--- config.mk ---
export PLATFORM = sky130hd
export DESIGN_NAME = pbd_fwd_decoder
export DESIGN_NICKNAME = d
export VERILOG_FILES = /design/src/rtl/pbd_pkg.sv /design/src/rtl/pbd_window.sv /design/src/rtl/pbd_vga.sv /design/src/rtl/pbd_fwd_decoder.sv
export SDC_FILE = /design/constraint.sdc
export NUM_CORES = 1
export LEC_CHECK = 0
export BUFFER_PORTS_ARGS = -buffer_cell sky130_fd_sc_hd__buf_2
export CAP_MARGIN = 20
export CORE_MARGIN = 3
export CORE_UTILIZATION = 57
export DETAILED_ROUTE_END_ITERATION = 8
export PLACE_DENSITY = 0.95
export SYNTH_ARGS = -nofsm -noshare
export SYNTH_HDL_FRONTEND = slang
export SYNTH_HIERARCHICAL = 1
export SYNTH_SLANG_ARGS = --single-unit
--- constraint.sdc ---
create_clock -name clk_i -period 4.08 [get_ports clk_i]
set_input_delay 0.816 -clock clk_i [delete_from_list [all_inputs] [get_ports clk_i]]
set_output_delay 0.816 -clock clk_i [all_outputs]
set_load 0.02 [all_outputs]
--- src/rtl/pbd_pkg.sv ---
package pbd_pkg;
  typedef struct packed {
    logic io_en;
    logic mem_en;
    logic vga_en;
    logic vga_dec16;
    logic pal_snoop;
  } pbd_ctl_t;

  localparam int unsigned ISA_W = 10;
endpackage

--- src/rtl/pbd_window.sv ---
module pbd_window #(
  parameter int unsigned AW   = 64,
  parameter int unsigned GRAN = 20
) (
  input  logic               en_i,
  input  logic [AW-1:0]      addr_i,
  input  logic [AW-GRAN-1:0] base_i,
  input  logic [AW-GRAN-1:0] limit_i,
  output logic               hit_o
);
  localparam int unsigned FW = AW - GRAN;

  // compare frame numbers only: no carry out of the top frame
  logic [FW-1:0] frame;
  assign frame = addr_i[AW-1:GRAN];
  assign hit_o = en_i && (frame >= base_i) && (frame <= limit_i);

  always_comb begin
    if (en_i && (limit_i < base_i)) begin
      AST_EMPTY_WIN: assert (!hit_o);
    end
  end
endmodule

--- src/rtl/pbd_vga.sv ---
module pbd_vga
  import pbd_pkg::*;
#(
  parameter int unsigned AW    = 64,
  parameter int unsigned IO_AW = 16
) (
  input  logic          is_io_i,
  input  logic [AW-1:0] addr_i,
  input  pbd_ctl_t      ctl_i,
  output logic          vga_hit_o,
  output logic          pal_hit_o
);
  localparam logic [AW-1:0] FB_LO = AW'('h0A_0000);
  localparam logic [AW-1:0] FB_HI = AW'('h0B_FFFF);

  logic [ISA_W-1:0] low;
  logic             alias_ok;
  logic             io_rng;
  logic             pal_rng;
  logic             fb_rng;

  assign low      = addr_i[ISA_W-1:0];
  assign alias_ok = !ctl_i.vga_dec16 || (addr_i[IO_AW-1:ISA_W] == '0);
  assign io_rng   = ((low >= 10'h3B0) && (low <= 10'h3BB)) ||
                    ((low >= 10'h3C0) && (low <= 10'h3DF));
  assign pal_rng  = (low == 10'h3C6) || (low == 10'h3C8) || (low == 10'h3C9);
  assign fb_rng   = (addr_i >= FB_LO) && (addr_i <= FB_HI);

  always_comb begin
    vga_hit_o = 1'b0;
    if (ctl_i.vga_en) begin
      if (is_io_i) vga_hit_o = ctl_i.io_en && io_rng && alias_ok;
      else         vga_hit_o = ctl_i.mem_en && fb_rng;
    end
  end

  assign pal_hit_o = is_io_i && ctl_i.io_en && ctl_i.pal_snoop && pal_rng && alias_ok;

  always_comb begin
    if (pal_hit_o) begin
      AST_PAL_SUBSET: assert (io_rng && alias_ok);
    end
  end
endmodule

--- src/rtl/pbd_fwd_decoder.sv ---
module pbd_fwd_decoder
  import pbd_pkg::*;
#(
  parameter int unsigned MEM_AW   = 64,
  parameter int unsigned MEM_GRAN = 20,
  parameter int unsigned IO_AW    = 16,
  parameter int unsigned IO_GRAN  = 12
) (
  input  logic                       clk_i,
  input  logic                       rst_ni,
  input  logic                       txn_valid_i,
  input  logic                       txn_sec_i,
  input  logic                       txn_io_i,
  input  logic [MEM_AW-1:0]          txn_addr_i,
  input  logic [IO_AW-IO_GRAN-1:0]   io_base_i,
  input  logic [IO_AW-IO_GRAN-1:0]   io_limit_i,
  input  logic [MEM_AW-MEM_GRAN-1:0] mem_base_i,
  input  logic [MEM_AW-MEM_GRAN-1:0] mem_limit_i,
  input  logic [MEM_AW-MEM_GRAN-1:0] pref_base_i,
  input  logic [MEM_AW-MEM_GRAN-1:0] pref_limit_i,
  input  logic                       io_en_i,
  input  logic                       mem_en_i,
  input  logic                       vga_en_i,
  input  logic                       vga_dec16_i,
  input  logic                       pal_snoop_i,
  output logic                       valid_o,
  output logic                       fwd_o,
  output logic                       snoop_o
);
  localparam int unsigned MEM_FW = MEM_AW - MEM_GRAN;
  localparam int unsigned IO_FW  = IO_AW - IO_GRAN;

  // configuration register stage
  pbd_ctl_t          ctl_q;
  logic [IO_FW-1:0]  io_base_q, io_limit_q;
  logic [MEM_FW-1:0] mem_base_q, mem_limit_q, pref_base_q, pref_limit_q;

  always_ff @(posedge clk_i or negedge rst_ni) begin
    if (!rst_ni) begin
      ctl_q        <= '0;
      io_base_q    <= '0;
      io_limit_q   <= '0;
      mem_base_q   <= '0;
      mem_limit_q  <= '0;
      pref_base_q  <= '0;
      pref_limit_q <= '0;
    end else begin
      ctl_q        <= '{io_en: io_en_i, mem_en: mem_en_i, vga_en: vga_en_i,
                        vga_dec16: vga_dec16_i, pal_snoop: pal_snoop_i};
      io_base_q    <= io_base_i;
      io_limit_q   <= io_limit_i;
      mem_base_q   <= mem_base_i;
      mem_limit_q  <= mem_limit_i;
      pref_base_q  <= pref_base_i;
      pref_limit_q <= pref_limit_i;
    end
  end

  logic io_win_en, mem_win_en;
  logic io_hit, mem_hit, pref_hit;
  logic vga_hit, pal_hit;
  logic win_hit, claim, space_en;
  logic fwd_d, snoop_d;

  assign io_win_en  = txn_io_i && ctl_q.io_en;
  assign mem_win_en = !txn_io_i && ctl_q.mem_en;

  pbd_window #(.AW(IO_AW), .GRAN(IO_GRAN)) u_io_win (
    .en_i   (io_win_en),
    .addr_i (txn_addr_i[IO_AW-1:0]),
    .base_i (io_base_q),
    .limit_i(io_limit_q),
    .hit_o  (io_hit)
  );

  pbd_window #(.AW(MEM_AW), .GRAN(MEM_GRAN)) u_mem_win (
    .en_i   (mem_win_en),
    .addr_i (txn_addr_i),
    .base_i (mem_base_q),
    .limit_i(mem_limit_q),
    .hit_o  (mem_hit)
  );

  pbd_window #(.AW(MEM_AW), .GRAN(MEM_GRAN)) u_pref_win (
    .en_i   (mem_win_en),
    .addr_i (txn_addr_i),
    .base_i (pref_base_q),
    .limit_i(pref_limit_q),
    .hit_o  (pref_hit)
  );

  pbd_vga #(.AW(MEM_AW), .IO_AW(IO_AW)) u_vga (
    .is_io_i  (txn_io_i),
    .addr_i   (txn_addr_i),
    .ctl_i    (ctl_q),
    .vga_hit_o(vga_hit),
    .pal_hit_o(pal_hit)
  );

  assign win_hit  = io_hit | mem_hit | pref_hit;
  assign claim    = win_hit | vga_hit;
  assign space_en = txn_io_i ? ctl_q.io_en : ctl_q.mem_en;
  assign fwd_d    = txn_valid_i && (txn_sec_i ? (space_en && !claim) : claim);
  assign snoop_d  = txn_valid_i && !txn_sec_i && pal_hit;

  always_ff @(posedge clk_i or negedge rst_ni) begin
    if (!rst_ni) begin
      valid_o <= 1'b0;
      fwd_o   <= 1'b0;
      snoop_o <= 1'b0;
    end else begin
      valid_o <= txn_valid_i;
      fwd_o   <= fwd_d;
      snoop_o <= snoop_d;
    end
  end

  AST_SNOOP_PRI: assert property (@(posedge clk_i) disable iff (!rst_ni)
    snoop_o |-> $past(!txn_sec_i && txn_io_i));

  AST_IO_GATE: assert property (@(posedge clk_i) disable iff (!rst_ni)
    (valid_o && $past(txn_io_i && !ctl_q.io_en)) |-> (!fwd_o && !snoop_o));

  AST_VGA_UP_BLOCK: assert property (@(posedge clk_i) disable iff (!rst_ni)
    (valid_o && $past(txn_sec_i && vga_hit)) |-> !fwd_o);

  AST_DOWN_CLAIM: assert property (@(posedge clk_i) disable iff (!rst_ni)
    (valid_o && $past(!txn_sec_i && (vga_hit || win_hit))) |-> fwd_o);
endmodule

[After elaboration in Yosys (flattened, before gate mapping)]
Index checks and enable logic that the tools add are counted.
Word-level totals
  register bits after elaboration: 192
  output and inout port bits: 3
Operators by class
  magnitude comparators: 12
  eq/ne operators: 3
  multiplexer cells: 4
  bitwise gates (word level): 3
  reduce and logical (&&, ||, !) cells: 30
Operators with widths (count)
  $ge 44x44->1: 2
  $le 44x44->1: 2
  $ge 64x20->1 const B: 1
  $le 64x20->1 const B: 1
  $eq 10x10->1 const B: 3
  $logic_and 1x1->1: 21
  $ge 10x10->1 const B: 2
  $le 10x10->1 const B: 2
  $logic_not 6->1: 1
  $ge 4x4->1: 1
  $le 4x4->1: 1
  $logic_not 1->1: 4
  $logic_or 1x1->1: 4
  $mux 1: 4
  $or 1x1->1: 3

[Depth between registers and ports, before layout]
  depth after elaboration: 12
  depth in mapped cells: 11
  depth with buffers taken out: 11

[Hierarchy]
The synthesis kept the hierarchy.
Modules (own cells, without submodules)
  pbd_fwd_decoder: instances 1, cells an instance 200, area each 4857.2 um^2, seq. area each 4804.6 um^2
  pbd_window (u_mem_win ...): instances 2, cells an instance 317, area each 2208.4 um^2, seq. area each 0.0 um^2
  pbd_vga: instances 1, cells an instance 33, area each 221.5 um^2, seq. area each 0.0 um^2
  pbd_window (u_io_win): instances 1, cells an instance 28, area each 193.9 um^2, seq. area each 0.0 um^2

[Least setup slack after synthesis]
OpenSTA, ideal clock, no wires.
  kind: input-to-reg
  start: in txn_addr_i[21]
  end: reg fwd_o
  setup time: 133 ps
  arrival: 2507 ps
  data required time: 3947 ps
  setup slack: 1440 ps
  cell stages on the path: 10
  path buffers: 0
  cell sequence: ha_1 nor2b_4 o211ai_2 a21oi_1 a2111o_1 a211o_1 a211oi_1 nor4_2 o2111ai_1 o21ai_0
Between the ends
  cells in the longest elaborated chain, start to end: 10
  elaborated cells on any way between the ends: 21
  those cells by class: order compare: 6; mux: 3; bitwise: 3; reduce/logical: 9
RTL lines
  start: declaration: line pbd_fwd_decoder.sv:14  | input logic [MEM_AW-1:0] txn_addr_i,
  $ge 44x44->1: line pbd_window.sv:16  | assign hit_o = en_i && (frame >= base_i) && (frame <= limit_i);
  $logic_and 1x1->1: line pbd_window.sv:16
  $logic_and 1x1->1 *: line pbd_window.sv:16
  net mem_hit: line pbd_fwd_decoder.sv:60  | logic io_hit, mem_hit, pref_hit;
  $or 1x1->1 * (2 in series): line pbd_fwd_decoder.sv:100  | assign win_hit = io_hit | mem_hit | pref_hit;
  $or 1x1->1 *: line pbd_fwd_decoder.sv:101  | assign claim = win_hit | vga_hit;
  $logic_not 1->1: line pbd_fwd_decoder.sv:103  | assign fwd_d = txn_valid_i && (txn_sec_i ? (space_en && !claim) : claim);
  $logic_and 1x1->1: line pbd_fwd_decoder.sv:103
  $mux 1 *: line pbd_fwd_decoder.sv:103
  $logic_and 1x1->1 *: line pbd_fwd_decoder.sv:103
  net fwd_d: line pbd_fwd_decoder.sv:63  | logic fwd_d, snoop_d;
  end signal: assignment: line pbd_fwd_decoder.sv:113  | fwd_o <= fwd_d;
  end: declaration: line pbd_fwd_decoder.sv:27  | output logic fwd_o,
The timed path passes the listed nets; every way through them passes the cells marked *.

[Worst setup path after layout]
Ends and elaborated chain as after synthesis.

==> results.md <==
• result of the run: finished, final reports clean
• Setup Buffers After CTS: 0
• Post-Route Utilization: 71.7%
• class of the most critical setup path: in -> reg
• first-pass GRT wire length: 40,400 um
• number of filler instances in the final layout: 1,124
• area of the core region: 0.0166 sq mm
• Reg-to-Reg Start: mem_base_q[1]
• switching power summed over all nets: 1.16 mW
• antenna-violating nets left: 0
• path category of the worst min-delay check: in -> async
• syn avg cell area: 10.8 sq um
• GR Util All Layers: 28.8%
• CP Max Fanout: 5
• CTS sink count: 192
• final clock period utilization by the worst path: 71.6%
• highest-count cells in the layout ignoring fill and taps: buf_2 (258), dfrtp_1 (192), inv_1 (187)
• drt first-iter violations: 440
• via total after detailed routing: 7,761
• pin count of the biggest net entering global routing: 106
• worst-margin pin slew: 0.811 ns
• switching share of power: 26.4%
• initial standard-cell utilization of the core: 58.4%
• post-synthesis cell count: 895
• max-slew violation count: 0
• clock power share: 38.4%
• VDD IR-drop max: 400 uV
• root buf cell: clkbuf_16
• Final Critical Period: 2.92 ns
• Cell Pwr Density: 368 mW/mm^2
• Clock H-tree levels: 4
• die footprint: 0.0186 sq mm
• global-route track usage on met1: 33.2%
• number of gates resized after cts: 0
• routed length per instance: 18.5 um
• Slew headroom: 45.9%
• Worst R2R Path Depth: 11
• global-route layer with the greatest usage: met2
• number of buffer cells added on primary ports: 259
• GRT overflow: 0
• reported max-cap violation count: 0
• Crit. End Element: flop
• unrepaired setup endpoints after global routing: no
• highest attainable clock frequency: 342 MHz
• GR Util met2: 50.5%
• Total Wirelength: 26,000 um
• total clock buffers created by CTS: 17
• critical path required time: 4.42 ns
• detailed placer's ending HPWL: 20,700 um
• DRC: 0
• YS warnings: 6
• synthesized net count: 1,337
• endpoint of the lowest-slack register-to-register path: fwd_o
• most common cell after layout, fill and taps aside: buf_2
• layout cell share with drive strength beyond 1: 25.5%
• TritonCTS clock tree: built
• met3 Resource Use GR: 7.77%
• worst clock skew on the final layout: 0.0116 ns
• prevailing post-synth register cell: dfrtp_1
• synthesized flop and latch total: 192
• Sequential Power Share: 46.3%
• relative area change from synthesis to final layout: 22.8%
• proportion of synthesized chip area in sequential cells: 49.6%
• FP Rows: 47
• fraction of synthesis flops using an asynchronous set or reset pin: 100%
• Syn Std Cell Area: 0.00969 sq mm
• R2R setup slack: 1.36 ns
• endpoint arrival time on the critical path: 3.26 ns
• leakage power of the design: 6.55 nW
• endpoints failing setup: 0
• initial antenna violation count: 5
• number of global-route vias before repair: 8,378
• relative contribution of combinational cells to total power: 15.3%
• number of distinct library cells after synthesis: 38
• critical path startpoint category: input pin
• Skew-Pair Late Insertion Delay: 0.42 ns
• final RePlAce weighted congestion: 0.875
• Fin Hold WS: 0.478 ns
• internal power summed over all cells: 3.22 mW
• # IOs: 261
• Initial DRT Pass Iterations: 7
• number of enable-type register cells in the synthesized netlist: 0
• maximum count of clock buffers along a single path: 2
• die extent in x: 136 um
• hold buffers post-CTS: 0
• CTS clock-pin slew for the worst setup and hold paths: 0.07 ns
• post-DR vias/cell: 5.50
• Chip Height: 136 um
• setup total negative slack: 0 ns
• final hold vios: 0
• final layout net count: 1,617
[stage by stage]
step	instances	setup WS, ns	total power [mW]	cell area [sq um]
6_report	1410	1.16	4.38	11900
5_1_grt	1409	1.03	4.59	11900
4_1_cts	1408	1.21	4.40	11900
3_5_place_dp	1376	0.795	2.71	11300
3_3_place_gp	1376	0.815	2.67	11300
2_1_floorplan	895	1.44	2.38	9690
[power groups by stage]
stage               sequential (mW)  combinational (mW)  clock (mW)
floorplan                      2.06               0.327           0
global placement               2.06               0.605           0
detailed placement             2.06               0.650           0
CTS                            2.03               0.661        1.71
global route                   2.03               0.758        1.80
finish                         2.03               0.669        1.68
[worst max-delay path, stage by stage]
cell and delay [ns]:
buf_2 0.15, ha_1 0.29, o21ai_0 0.15, a21oi_1 0.07, o31ai_1 0.49, a21oi_1 0.24
nor4_1 0.38, a211oi_1 0.13, nor4_2 0.31, o2111ai_1 0.13, o21ai_0 0.08
[sequential cells by signal (all words and copies together) (netlist names)]
register,flops
mem_base_q,44
mem_limit_q,44
pref_base_q,44
pref_limit_q,44
ctl_q,5
io_base_q,4
io_limit_q,4
fwd_o,1
snoop_o,1
valid_o,1
[cell type report]
cell class	count	area [sq um]	share of cell area, %
Multi-Input combinational cell	516	4180	35.2
Timing Repair Buffer	261	1330	11.2
Clock inverter	12	148	1.24
Clock buffer	20	447	3.75
Antenna cell	2	5.00	0.0421
Sequential cell	192	4800	40.4
Inverter	187	702	5.90
Tap cell	220	275	2.31
[synthesized netlist by cell type (2+ instances only)]
master	number	area share (%)
mux2_2	2	0.23
nor2b_1	7	0.45
nand3_1	13	0.67
nand2_1	49	1.9
a21oi_1	79	4.1
a211o_1	2	0.18
nor3_1	11	0.57
o211ai_2	2	0.26
nor4b_1	2	0.18
o211ai_1	8	0.62
o21a_1	4	0.31
inv_1	187	7.2
ha_1	184	24
nand4_1	35	2.3
a221o_1	2	0.21
a211oi_1	12	0.93
a21o_1	9	0.70
or2_2	2	0.13
o31ai_1	4	0.31
and3_1	2	0.13
nand2b_1	2	0.13
dfrtp_1	192	50
nor2b_4	2	0.28
a2111o_1	2	0.23
nor2_1	22	0.85
nor4_1	17	1.1
a22oi_1	2	0.15
o21ai_0	30	1.5
[cell families after synthesis]
logic type / after synthesis / synth area share (%)
flops: 192 / 49.6
buf+inv: 187 / 7.24
compound gates: 161 / 9.98
mux: 2 / 0.232
fa+ha+maj: 184 / 23.8
simple gates: 169 / 9.19
[worst max-delay path by stage]
stage               cells after the start           start  endpoint  slack [ns]
finish                                 11  txn_addr_i[21]     fwd_o        1.16
global route                           11  txn_addr_i[25]     fwd_o        1.03
CTS                                    11  txn_addr_i[21]     fwd_o        1.21
detailed placement                     10  txn_addr_i[41]     fwd_o        0.79
global placement                       11  txn_addr_i[21]     fwd_o        0.81
floorplan                              10  txn_addr_i[21]     fwd_o        1.44
[routing by layer]
metal | vias up | routed length (um)
li1 | 3630 | -
met5 | - | 55
met3 | 83 | 1840
met4 | 8 | 952
met1 | 3705 | 10100
met2 | 335 | 13100
Power figures use the tool's default switching activity.
